<file path="config.mk">
export PLATFORM = sky130hd
export DESIGN_NAME = mbx_addr_gen
export DESIGN_NICKNAME = d
export VERILOG_FILES = /design/src/rtl/mbx_pkg.sv /design/src/rtl/mbx_cmd_classify.sv /design/src/rtl/mbx_word_counter.sv /design/src/rtl/mbx_addr_gen.sv
export SDC_FILE = /design/constraint.sdc
export NUM_CORES = 1
export LEC_CHECK = 0
export CORE_ASPECT_RATIO = 1.5
export CORE_UTILIZATION = 35
export DETAILED_ROUTE_END_ITERATION = 16
export GPL_ROUTABILITY_DRIVEN = 0
export HOLD_SLACK_MARGIN = 0.1
export PLACE_DENSITY = 0.64
export SLEW_MARGIN = 20
export SYNTH_ARGS = -nofsm -noshare
export SYNTH_HDL_FRONTEND = slang
export SYNTH_SLANG_ARGS = --single-unit
</file>
<file path="constraint.sdc">
create_clock -name clk -period 1.5 [get_ports clk]
set_input_delay 0.15 -clock clk [delete_from_list [all_inputs] [get_ports clk]]
set_output_delay 0.15 -clock clk [all_outputs]
set_load 0.03 [all_outputs]
</file>
<file path="src/rtl/mbx_pkg.sv">
`timescale 1ns/1ps
package mbx_pkg;
  localparam int MC_W = 5;

  localparam logic [MC_W-1:0] MC_TX_VECTOR  = 5'd16;
  localparam logic [MC_W-1:0] MC_SYNC_DATA  = 5'd17;
  localparam logic [MC_W-1:0] MC_TX_LASTCMD = 5'd18;
  localparam logic [MC_W-1:0] MC_TX_BITWORD = 5'd19;
  localparam logic [MC_W-1:0] MC_SEL_SHDN   = 5'd20;
  localparam logic [MC_W-1:0] MC_OVR_SHDN   = 5'd21;

  typedef enum logic [1:0] {
    KIND_DATA     = 2'd0,
    KIND_MODE_MEM = 2'd1,
    KIND_MODE_REG = 2'd2,
    KIND_MODE_NIL = 2'd3
  } msg_kind_e;
endpackage

</file>
<file path="src/rtl/mbx_cmd_classify.sv">
`timescale 1ns/1ps
module mbx_cmd_classify #(
  parameter int SA_W = 5,
  parameter int WC_W = 5,
  localparam int CNT_W = WC_W + 1
) (
  input  logic [SA_W-1:0]   subaddr,
  input  logic [WC_W-1:0]   count,
  output mbx_pkg::msg_kind_e kind,
  output logic [WC_W-1:0]   start_pos,
  output logic [CNT_W-1:0]  total,
  output logic              reg_is_bit
);
  import mbx_pkg::*;

  logic is_mode;
  assign is_mode = (subaddr == '0) || (subaddr == '1);

  always_comb begin
    kind       = KIND_DATA;
    start_pos  = '0;
    total      = {1'b0, count};
    reg_is_bit = 1'b0;
    if (is_mode) begin
      start_pos = count;
      if (count == WC_W'(MC_TX_VECTOR) || count == WC_W'(MC_SYNC_DATA) ||
          count == WC_W'(MC_SEL_SHDN)  || count == WC_W'(MC_OVR_SHDN)) begin
        kind  = KIND_MODE_MEM;
        total = CNT_W'(1);
      end else if (count == WC_W'(MC_TX_LASTCMD) || count == WC_W'(MC_TX_BITWORD)) begin
        kind       = KIND_MODE_REG;
        total      = CNT_W'(1);
        reg_is_bit = (count == WC_W'(MC_TX_BITWORD));
      end else begin
        kind  = KIND_MODE_NIL;
        total = '0;
      end
    end else if (count == '0) begin
      total = {1'b1, {WC_W{1'b0}}};
    end
  end
endmodule

</file>
<file path="src/rtl/mbx_word_counter.sv">
`timescale 1ns/1ps
module mbx_word_counter #(
  parameter int WC_W = 5,
  localparam int CNT_W = WC_W + 1
) (
  input  logic             clk,
  input  logic             rst_n,
  input  logic             load,
  input  logic [WC_W-1:0]  load_pos,
  input  logic [CNT_W-1:0] load_total,
  input  logic             step,
  output logic [WC_W-1:0]  pos,
  output logic             active,
  output logic             finish
);
  logic [CNT_W-1:0] left_q;

  always_ff @(posedge clk) begin
    if (!rst_n) begin
      pos    <= '0;
      left_q <= '0;
      active <= 1'b0;
      finish <= 1'b0;
    end else begin
      finish <= 1'b0;
      if (load) begin
        pos    <= load_pos;
        left_q <= load_total;
        active <= (load_total != '0);
        finish <= (load_total == '0);
      end else if (step && active) begin
        if (left_q == CNT_W'(1)) begin
          active <= 1'b0;
          finish <= 1'b1;
          left_q <= '0;
        end else begin
          pos    <= pos + 1'b1;
          left_q <= left_q - 1'b1;
        end
      end
    end
  end
endmodule

</file>
<file path="src/rtl/mbx_addr_gen.sv">
`timescale 1ns/1ps
module mbx_addr_gen #(
  parameter int SA_W = 5,
  parameter int WC_W = 5,
  localparam int ADDR_W = 2 + SA_W + WC_W,
  localparam int HI_W   = ADDR_W - WC_W,
  localparam int CNT_W  = WC_W + 1
) (
  input  logic              clk,
  input  logic              rst_n,
  input  logic              cmd_valid,
  output logic              cmd_ready,
  input  logic              cmd_bcast,
  input  logic              cmd_tx,
  input  logic [SA_W-1:0]   cmd_subaddr,
  input  logic [WC_W-1:0]   cmd_count,
  input  logic              word_done,
  output logic [ADDR_W-1:0] addr,
  output logic              mem_sel,
  output logic              reg_last_sel,
  output logic              reg_bit_sel,
  output logic              msg_done
);
  import mbx_pkg::*;

  msg_kind_e        cls_kind;
  logic [WC_W-1:0]  cls_start;
  logic [CNT_W-1:0] cls_total;
  logic             cls_is_bit;

  mbx_cmd_classify #(.SA_W(SA_W), .WC_W(WC_W)) u_classify (
    .subaddr    (cmd_subaddr),
    .count      (cmd_count),
    .kind       (cls_kind),
    .start_pos  (cls_start),
    .total      (cls_total),
    .reg_is_bit (cls_is_bit)
  );

  logic            accept;
  logic            active;
  logic [WC_W-1:0] pos;

  assign accept = cmd_valid && cmd_ready;

  mbx_word_counter #(.WC_W(WC_W)) u_counter (
    .clk        (clk),
    .rst_n      (rst_n),
    .load       (accept),
    .load_pos   (cls_start),
    .load_total (cls_total),
    .step       (word_done),
    .pos        (pos),
    .active     (active),
    .finish     (msg_done)
  );

  logic [HI_W-1:0] base_q;
  msg_kind_e       kind_q;
  logic            is_bit_q;

  always_ff @(posedge clk) begin
    if (!rst_n) begin
      base_q   <= '0;
      kind_q   <= KIND_MODE_NIL;
      is_bit_q <= 1'b0;
    end else if (accept) begin
      base_q   <= {cmd_bcast, cmd_tx, cmd_subaddr};
      kind_q   <= cls_kind;
      is_bit_q <= cls_is_bit;
    end
  end

  assign cmd_ready    = !active;
  assign addr         = {base_q, pos};
  assign mem_sel      = active && (kind_q == KIND_DATA || kind_q == KIND_MODE_MEM);
  assign reg_last_sel = active && (kind_q == KIND_MODE_REG) && !is_bit_q;
  assign reg_bit_sel  = active && (kind_q == KIND_MODE_REG) && is_bit_q;
endmodule

</file>
* Word-level counts from Yosys, hierarchy flattened
Cells that the tools add are included.
Widths: inputs -> output; s select.
** Storage, ports and cells
- Input bits :: 16
- Register bits :: 23
** Cells by class
- $add $sub $neg :: 2
- Reductions and logical operators :: 23
- Equality and inequality tests :: 11
- Muxes and demuxes :: 23
** Operator list (number)
- $mux 6 :: 6
- $eq 5x5->1 const B :: 7
- $mux 5 :: 4
- $mux 1 :: 11
- $logic_not 5->1 :: 2
- $eq 6x1->1 const B :: 1
- $logic_and 1x1->1 :: 6
- $logic_not 6->1 :: 1
- $logic_or 1x1->1 :: 6
- $reduce_bool 6->1 :: 1
- $sub 6x1->6 const B :: 1
- $add 5x1->5 const B :: 1
- $mux 2 :: 2
- $reduce_and 2->1 :: 2
- $reduce_bool 2->1 :: 2
- $eq 2x1->1 const B :: 1
- $eq 2x2->1 const B :: 1
- $logic_not 1->1 :: 2
- $logic_not 2->1 :: 1
- $ne 2x2->1 const B :: 1

* Longest topological paths before layout
Gate-level depths: netlist (run 1).
- Depth in word-level cells :: 8
- Mapped depth :: 6

* Modules after synthesis
A second synthesis (run 1) with hierarchy kept.
** Unflattened totals
- Cells, all modules :: 156
- Area, all modules :: 1337.5 um^2
** Modules (own cells, without submodules)
- mbx_word_counter :: instances 1, cells each 83, seq. area each 260.2 um^2, area an instance 734.5 um^2
- mbx_addr_gen :: instances 1, cells each 48, seq. area each 200.2 um^2, area an instance 440.4 um^2
- mbx_cmd_classify :: instances 1, cells each 25, seq. area each 0.0 um^2, area an instance 162.7 um^2

* Least setup slack after synthesis (run 1)
No wires, ideal clock.
- Path type :: register -> register
- Start point :: reg u_counter.left_q[1]
- End point :: reg u_counter.pos[2]
- Period minus slack after synthesis :: 1.688 ns
- Stages on the path, launching flop included :: 7
- Library setup time :: 0.092 ns
- Path buffers :: 0
- Slack :: -0.188 ns
- Data required time :: 1.408 ns
- Data arrival time :: 1.596 ns
- Cell sequence :: dfxtp_1 inv_1 ha_1 nor3b_1 a21oi_1 and3_1 nor4_1
** Between the ends
- Longest elaborated chain between the ends :: 3
** Ends and longest elaborated chain
- start, declared :: line mbx_word_counter.sv:16 : logic [CNT_W-1:0] left_q;
- start signal, assigned :: line mbx_word_counter.sv:28 : left_q <= load_total;
- start signal, assigned :: line mbx_word_counter.sv:38 : left_q <= left_q - 1'b1;
- $eq 6x1->1 :: line mbx_word_counter.sv:32 : if (left_q == CNT_W'(1)) begin
- $ne 2x2->1 (no line)
- $reduce_and 2->1 (no line)
- end signal, assigned :: line mbx_word_counter.sv:27 : pos <= load_pos;
- end signal, assigned :: line mbx_word_counter.sv:37 : pos <= pos + 1'b1;
- end, declared :: line mbx_word_counter.sv:12 : output logic [WC_W-1:0] pos,
No other way between the ends.
A chain may end at the register's enable or synchronous reset.

* Final worst setup path (run 1)
- Start point :: reg u_counter.left_q[1]
- End point :: reg u_counter.pos[1]
The elaborated chain is that of the path after synthesis.

==> impl_summary.txt, run 1 <==
----------------------------------------------------
[STA]
  Worst Hold Slack ... 308 ps
  PnR worst setup slack ... -5.13 ps
  Slew of the pin with the lowest slew margin ... 379 ps
  Fmax ... 664 MHz
  Setup repair after global routing missed its margin ... yes
  Clk_skew ... 5.46 ps
  Relative slew margins ... 74.5%
  Post-route clock period utilization ... 100%
  Count of endpoints failing hold in the final timing report ... 0
  Final min period ... 1510 ps
  Final-report setup violation count ... 1
  Final Slew Violations ... 0
  Sum of negative setup slack ... -5.13 ps

[Clocking]
  Clock slew seen by the registers of the worst setup and hold paths ... 80 ps
  Total clock buffers created by CTS ... 3
  Htree depth ... 1
  Source-to-sink clock delay at the later pin of the worst-skew pair ... 260 ps
  Root buffer cell ... sky130_fd_sc_hd__clkbuf_8
  Number of clock sinks ... 23
  TritonCTS clock tree ... yes
  Number of hold buffers added after cts ... 0
  Clock buffer depth ... 2

[GRT]
  Wire length of the first global-routing pass ... 5890 um
  Gr ovfl total ... 0
  Initial antenna violation count ... 0
  Number of global-route vias before repair ... 1344
  Pin count of the biggest net entering global routing ... 15
  Total Routing Usage GR ... 20.9%

[Worst setup path]
  Slowest cell on the critical path ... sky130_fd_sc_hd__dfxtp_2
  Critical path capture point type ... register
  Critical Path Source Type ... register
  Maximum single-stage delay on the critical path ... 340 ps
  Biggest fanout along the worst timing path ... 5
  Dominant delay contributor by cell family on the critical path ... flip-flops
  Type of the worst setup path ... register to register
  Cell repeated most along the worst path ... sky130_fd_sc_hd__buf_6
  Number of cell instances on the worst register-to-register path ... 8
  Buffers plus inverters on the worst setup path ... 3
  Cell count along the critical path ... 8
  Required time of the critical path ... 1650 ps
  CP cell instances ... inv_2 > ha_4 > nor3b_4 > buf_6 > a21oi_4 > buf_6 > mux2i_1 > o32ai_1
  Worst EP arrival ... 1660 ps

[Synth]
  Portion of the post-synthesis area used by sequential elements ... 38.7%
  Largest family of logic cells by synthesized area ... compound AO/OA/AOI/OAI gates
  Most instantiated flip-flop cell in the synthesis netlist ... sky130_fd_sc_hd__dfxtp_1
  Fraction of the mapped netlist area in adder cells ... 3.15%
  Netlist area before placement ... 1190 sq um
  EDFF count, synth ... 0
  Post-Synthesis Net Count ... 168
  Area fraction in and, or, nand and nor cells after synthesis ... 23.0%
  Multiplexer share of the synthesized area ... 3.78%
  Yosys warning total ... 0
  Post-synthesis compound-gate area fraction ... 25.0%
  Number of storage elements in the synthesis netlist ... 23
  Avg Synthesized Cell Area ... 7.99 sq um
  Yosys cell types ... 38
  Post-Synthesis Cells ... 149
  Xor and xnor area share after synthesis ... 2.21%
  Share of async-settable or async-resettable flops after synthesis ... 0%

[Finish]
  Fraction of final layout cells with drive strength greater than 1 ... 26.2%
  Fill cell instance count of the final layout ... 302
  Count of non-filler cells in the finished layout ... 250
  Area added between synthesis and finish ... 60.5%
  Antenna Cells ... 0
  # nets final ... 230

[Place]
  Total of buffers placed on input and output ports ... 32
  Hpwl dp ... 2810 um
  Dpl cells ... 244

[Route]
  Pre-Repair DR Iteration Count ... 4
  Via count ... 1324
  Routed WL per cell ... 14.6 um
  Number of violations reported at the end of detailed-routing iteration 0 ... 26
  DRC violations left ... 0
  Post-DRT Antenna Nets ... 0
  Total wirelength of the detailed-routed design ... 3660 um
  Avg Vias per Cell ... 5.30

[Outcome]
  Failing checks ... setup timing
  Status ... finished with violations

[Min path]
  Worst Hold Path Cells ... 4
  Path category of the worst min-delay check ... input port to register

[Die]
  Vert. Die Dim ... 73.5 um
  Top-Level Pins ... 33
  Effective utilization at floorplan ... 37.3%
  Floorplan die area ... 3650 sq um
  Core region area ... 3190 sq um
  Num rows ... 25
  Width of the die ... 49.6 um

[Pwr]
  Pwr Density ... 825 nW/um^2
  Peak supply drop ... 657 uV
  Static Leakage ... 0.765 nW
  Overall power of the completed layout ... 1.58 mW

[Flow run]
  Max-capacitance violation count ... 0

----------------------------------------------------
cell usage in the layout, fill, tap and decap left out, drive strengths merged, types with 2 or more instances in the layout:
cell type | netlist | routed
a211oi | 6 | 6
a21oi | 23 | 23
a31oi | 2 | 2
and3 | 2 | 2
buf | 1 | 35
clkbuf | 6 | 4
clkdlybuf4s50 | 0 | 21
dfxtp | 23 | 23
dlygate4sd2 | 0 | 7
ha | 3 | 3
inv | 5 | 5
mux2i | 3 | 3
nand2 | 23 | 23
nand3 | 5 | 5
nand4 | 5 | 5
nor2 | 6 | 6
nor3 | 4 | 4
nor3b | 2 | 2
o21ai | 7 | 7
o41ai | 2 | 2
xnor2 | 3 | 3
final cells by class:
| cell class | instances | area, sq um | share of cell area, % |
|---|---|---|---|
| Inverter | 6 | 22.5 | 1.18 |
| Timing Repair Buffer | 64 | 587 | 30.7 |
| Multi-Input combinational cell | 113 | 743 | 38.9 |
| Clock buffer | 4 | 45.0 | 2.36 |
| Tap cell | 40 | 50.0 | 2.62 |
| Sequential cell | 23 | 464 | 24.3 |
worst min-delay path, stage by stage:
cell                             delay (ps)
sky130_fd_sc_hd__dlymetal6s2s_1         100
sky130_fd_sc_hd__buf_4                  120
sky130_fd_sc_hd__nand2_1                 50
sky130_fd_sc_hd__a21oi_1                120
cell usage after synthesis (all sizes together), types with 2 or more instances:
master | number | area (sq um)
a21oi | 23 | 115
dfxtp | 23 | 460
nand2 | 23 | 86.3
o21ai | 7 | 35.0
a211oi | 6 | 45.0
clkbuf | 6 | 22.5
nor2 | 6 | 22.5
inv | 5 | 18.8
nand3 | 5 | 25.0
nand4 | 5 | 31.3
nor3 | 4 | 20.0
ha | 3 | 37.5
mux2i | 3 | 30.0
xnor2 | 3 | 26.3
a31oi | 2 | 12.5
and3 | 2 | 12.5
nor3b | 2 | 15.0
o41ai | 2 | 25.0
layer usage:
metal	GRT usage, %	wire (um)	vias to the layer above
li1	-	-	664
met3	2.07	148	8
met4	10.2	89	0
met1	23.1	1450	613
met2	39.2	1970	39
met5	0	0	-
path summary, 6_finish.rpt:
kind,from,endpoint,slack (ps)
max reg2reg,u_counter.left_q[1]$_SDFFE_PN0P_,u_counter.pos[1]$_SDFFE_PN0P_,-5
max,u_counter.left_q[1]$_SDFFE_PN0P_,u_counter.pos[1]$_SDFFE_PN0P_,-5
min,cmd_subaddr[3],base_q[3]$_SDFFE_PN0P_,310
min reg2reg,base_q[6]$_SDFFE_PN0P_,base_q[6]$_SDFFE_PN0P_,460
stage by stage:
stage	utilization, %	cell area [sq um]	setup WS, ps
3_3_place_gp	56.0	1790	-375
2_1_floorplan	-	1200	53.9
5_1_grt	59.9	1910	-109
4_1_cts	58.3	1860	-25.7
6_report	59.9	1910	-5.13
3_5_place_dp	56.0	1790	-414
state kept, by name, summed over array words and instances (netlist names):
name,flops
base_q,7
is_bit_q,1
kind_q,2
u_counter.finish,1
u_counter.left_q,6
u_counter.pos,5
u_counter.active,1
kinds of logic after synthesis:
kind of cell	Yosys count
AO/OA/AOI/OAI	48
XOR/XNOR	3
adder cells (fa/ha/maj)	3
buffers and inverters	13
flip-flops	23
multiplexers	4
AND/OR/NAND/NOR	55
power by group:
| part | internal, mW | switching [mW] | leakage (nW) | total [mW] |
|---|---|---|---|---|
| Sequential | 0.656 | 0.0424 | 0.190 | 0.698 |
| Clock | 0.189 | 0.187 | 0.0228 | 0.376 |
| Combinational | 0.245 | 0.257 | 0.552 | 0.502 |
what timing repair did:
item	in CTS	in global routing
resized for setup	15	13
pin swaps	7	5
endpoints found under the setup margin	19	15
setup buffers	1	1
cloned	0	0
Note: power is estimated with default switching activity, not from simulation.
==> run 2, diff against run 1 <==
--- a/config.mk
+++ b/config.mk
@@ -6,11 +6,11 @@
 export NUM_CORES = 1
 export LEC_CHECK = 0
 export CORE_ASPECT_RATIO = 1.5
-export CORE_UTILIZATION = 35
+export CORE_UTILIZATION = 38
 export DETAILED_ROUTE_END_ITERATION = 16
 export GPL_ROUTABILITY_DRIVEN = 0
 export HOLD_SLACK_MARGIN = 0.1
-export PLACE_DENSITY = 0.64
+export PLACE_DENSITY = 0.68
 export SLEW_MARGIN = 20
 export SYNTH_ARGS = -nofsm -noshare
 export SYNTH_HDL_FRONTEND = slang
==> run 2 against run 1 <==
Effect of this change: the flow still finishes with violations (setup timing); clock power rose by 2%; worst hold slack lost 22 ps; utilization up 8.9 points; final cell count grew 1.2%; non-clock buffer count up 4; power is 4.4% higher; count of clock-buffer cells in the layout unchanged; sequential cell count is the same; first-iteration DRC count increased by 12%; routed wire length is 4.8% higher; combinational power is 13% higher; die area decreased by 7.6%.
==> impl_summary.txt, run 2 (synthesis results as in run 1) <==
----------------------------------------------------
[Pwr]
  Pwr Density ... 813 nW/um^2
  Static Leakage ... 0.816 nW
  Peak supply drop ... 674 uV

[GRT]
  Pin count of the biggest net entering global routing ... 16
  Total Routing Usage GR ... 23.9%
  Initial antenna violation count ... 0
  Wire length of the first global-routing pass ... 5880 um
  Number of global-route vias before repair ... 1396
  Gr ovfl total ... 0

[Place]
  Dpl cells ... 244
  Hpwl dp ... 2920 um
  Total of buffers placed on input and output ports ... 32
  Worst Setup Slack post-DPL ... -412 ps

[Finish]
  Area added between synthesis and finish ... 70.1%
  Flip-flop count of the largest register after layout ... 7
  Register area ... 467 sq um
  Multi-input logic area ... 816 sq um
  Fraction of final layout cells with drive strength greater than 1 ... 30.8%
  Final core utilization ... 68.8%
  # nets final ... 234
  Most common library cell in the layout ignoring fill and taps ... sky130_fd_sc_hd__buf_4
  Commonest cells after routing, fill and taps aside ... sky130_fd_sc_hd__buf_4, sky130_fd_sc_hd__nand2_1, sky130_fd_sc_hd__a21oi_1, sky130_fd_sc_hd__dfxtp_1, sky130_fd_sc_hd__clkdlybuf4s50_1
  Fill cell instance count of the final layout ... 270
  Antenna Cells ... 0
  Count of non-filler cells in the finished layout ... 253
  Register ranked first by flip-flop count ... base_q
  Leading registers by flop count ... base_q x7, u_counter.left_q x6, u_counter.pos x5

[Min path]
  Path category of the worst min-delay check ... input port to register
  Worst Hold Path Cells ... 4

[Flow run]
  Max-capacitance violation count ... 0

[Route]
  Avg Vias per Cell ... 5.36
  Number of violations reported at the end of detailed-routing iteration 0 ... 29
  Post-DRT Antenna Nets ... 0
  Total wirelength of the detailed-routed design ... 3840 um
  Pre-Repair DR Iteration Count ... 4
  Routed WL per cell ... 15.2 um
  DRC violations left ... 0
  Via count ... 1355

[STA]
  Post-route clock period utilization ... 103%
  Final-report setup violation count ... 2
  Final min period ... 1550 ps
  Count of endpoints failing hold in the final timing report ... 0
  Clk_skew ... 2.40 ps
  Final Slew Violations ... 0
  Relative slew margins ... 73.3%
  Fmax ... 647 MHz
  Setup repair after global routing missed its margin ... yes
  PnR worst setup slack ... -45.1 ps
  Sum of negative setup slack ... -54.2 ps
  Slew of the pin with the lowest slew margin ... 397 ps

[Worst setup path]
  Worst EP arrival ... 1720 ps
  Critical Path Source Type ... register
  Required time of the critical path ... 1680 ps
  Biggest fanout along the worst timing path ... 5
  Critical path capture point type ... register
  Number of cell instances on the worst register-to-register path ... 7
  Type of the worst setup path ... register to register

[Clocking]
  Clock buffer depth ... 2
  Root buffer cell ... sky130_fd_sc_hd__clkbuf_8
  Number of clock sinks ... 23
  Htree depth ... 1
  Source-to-sink clock delay at the later pin of the worst-skew pair ... 260 ps
  Number of hold buffers added after cts ... 0
  Total clock buffers created by CTS ... 3
  Clock slew seen by the registers of the worst setup and hold paths ... 80 ps
  TritonCTS clock tree ... yes

[Die]
  Vert. Die Dim ... 70.6 um
  Floorplan die area ... 3370 sq um
  Effective utilization at floorplan ... 40.5%
  Core region area ... 2940 sq um
  Top-Level Pins ... 33
  Num rows ... 24
  Width of the die ... 47.7 um

[Outcome]
  Failing checks ... setup timing
  Status ... finished with violations

----------------------------------------------------
run 2: cell types whose count changed in the layout (fill, tap and decap cells not counted), sizes merged:
| cell | before | now |
|---|---|---|
| dlymetal6s2s | 1 | 2 |
| buf | 35 | 39 |
| clkdlybuf4s50 | 21 | 20 |
run 2: metrics by stage:
stage               cell area (sq um)  hold slack, ps  total power, mW
global placement                 1800             441             1.17
floorplan                        1200             284            0.927
finish                           2030             287             1.65
CTS                              1870             409             1.58
global route                     2030             316             1.72
detailed placement               1800             450             1.18
run 2: what timing repair did:
action                     4_1_cts  5_1_grt
setup buffers                    1        5
gates resized for setup         16       25
pin swaps                        3       13
cloned                           0        0
setup endpoints to repair       19       16
run 2: area by class of cell:
class | count | share of cell area (%)
Timing Repair Buffer | 68 | 30.8
Tap cell | 39 | 2.41
Clock buffer | 4 | 2.22
Multi-Input combinational cell | 113 | 40.3
Sequential cell | 23 | 23.0
Inverter | 6 | 1.24
run 2: metal layers:
metal  part of all wire (%)  global-route usage, %
met5                      0                      0
met1                     38                   25.0
met4                    1.3                   13.6
met2                     57                   42.5
met3                    3.2                   2.55
run 2: worst paths after layout:
check,startpoint,to,slack (ps)
worst max-delay path,u_counter.left_q[1]$_SDFFE_PN0P_,u_counter.pos[2]$_SDFFE_PN0P_,-50
worst min register to register,base_q[6]$_SDFFE_PN0P_,base_q[6]$_SDFFE_PN0P_,460
worst min-delay path,cmd_subaddr[3],base_q[3]$_SDFFE_PN0P_,290
worst max register to register,u_counter.left_q[1]$_SDFFE_PN0P_,u_counter.pos[2]$_SDFFE_PN0P_,-50
run 2: worst max-delay path, cell delays in order (launching register included):
cell                      delay [ps]
sky130_fd_sc_hd__dfxtp_2         330
sky130_fd_sc_hd__inv_2            70
sky130_fd_sc_hd__ha_4            140
sky130_fd_sc_hd__nor3b_4         220
sky130_fd_sc_hd__buf_6           160
sky130_fd_sc_hd__a21oi_4          80
sky130_fd_sc_hd__and3_4          200
sky130_fd_sc_hd__nor4_4          250
run 2: power by group:
part           switching (mW)  internal [mW]
registers              0.0398          0.656
clock network           0.192          0.190
logic                   0.291          0.278
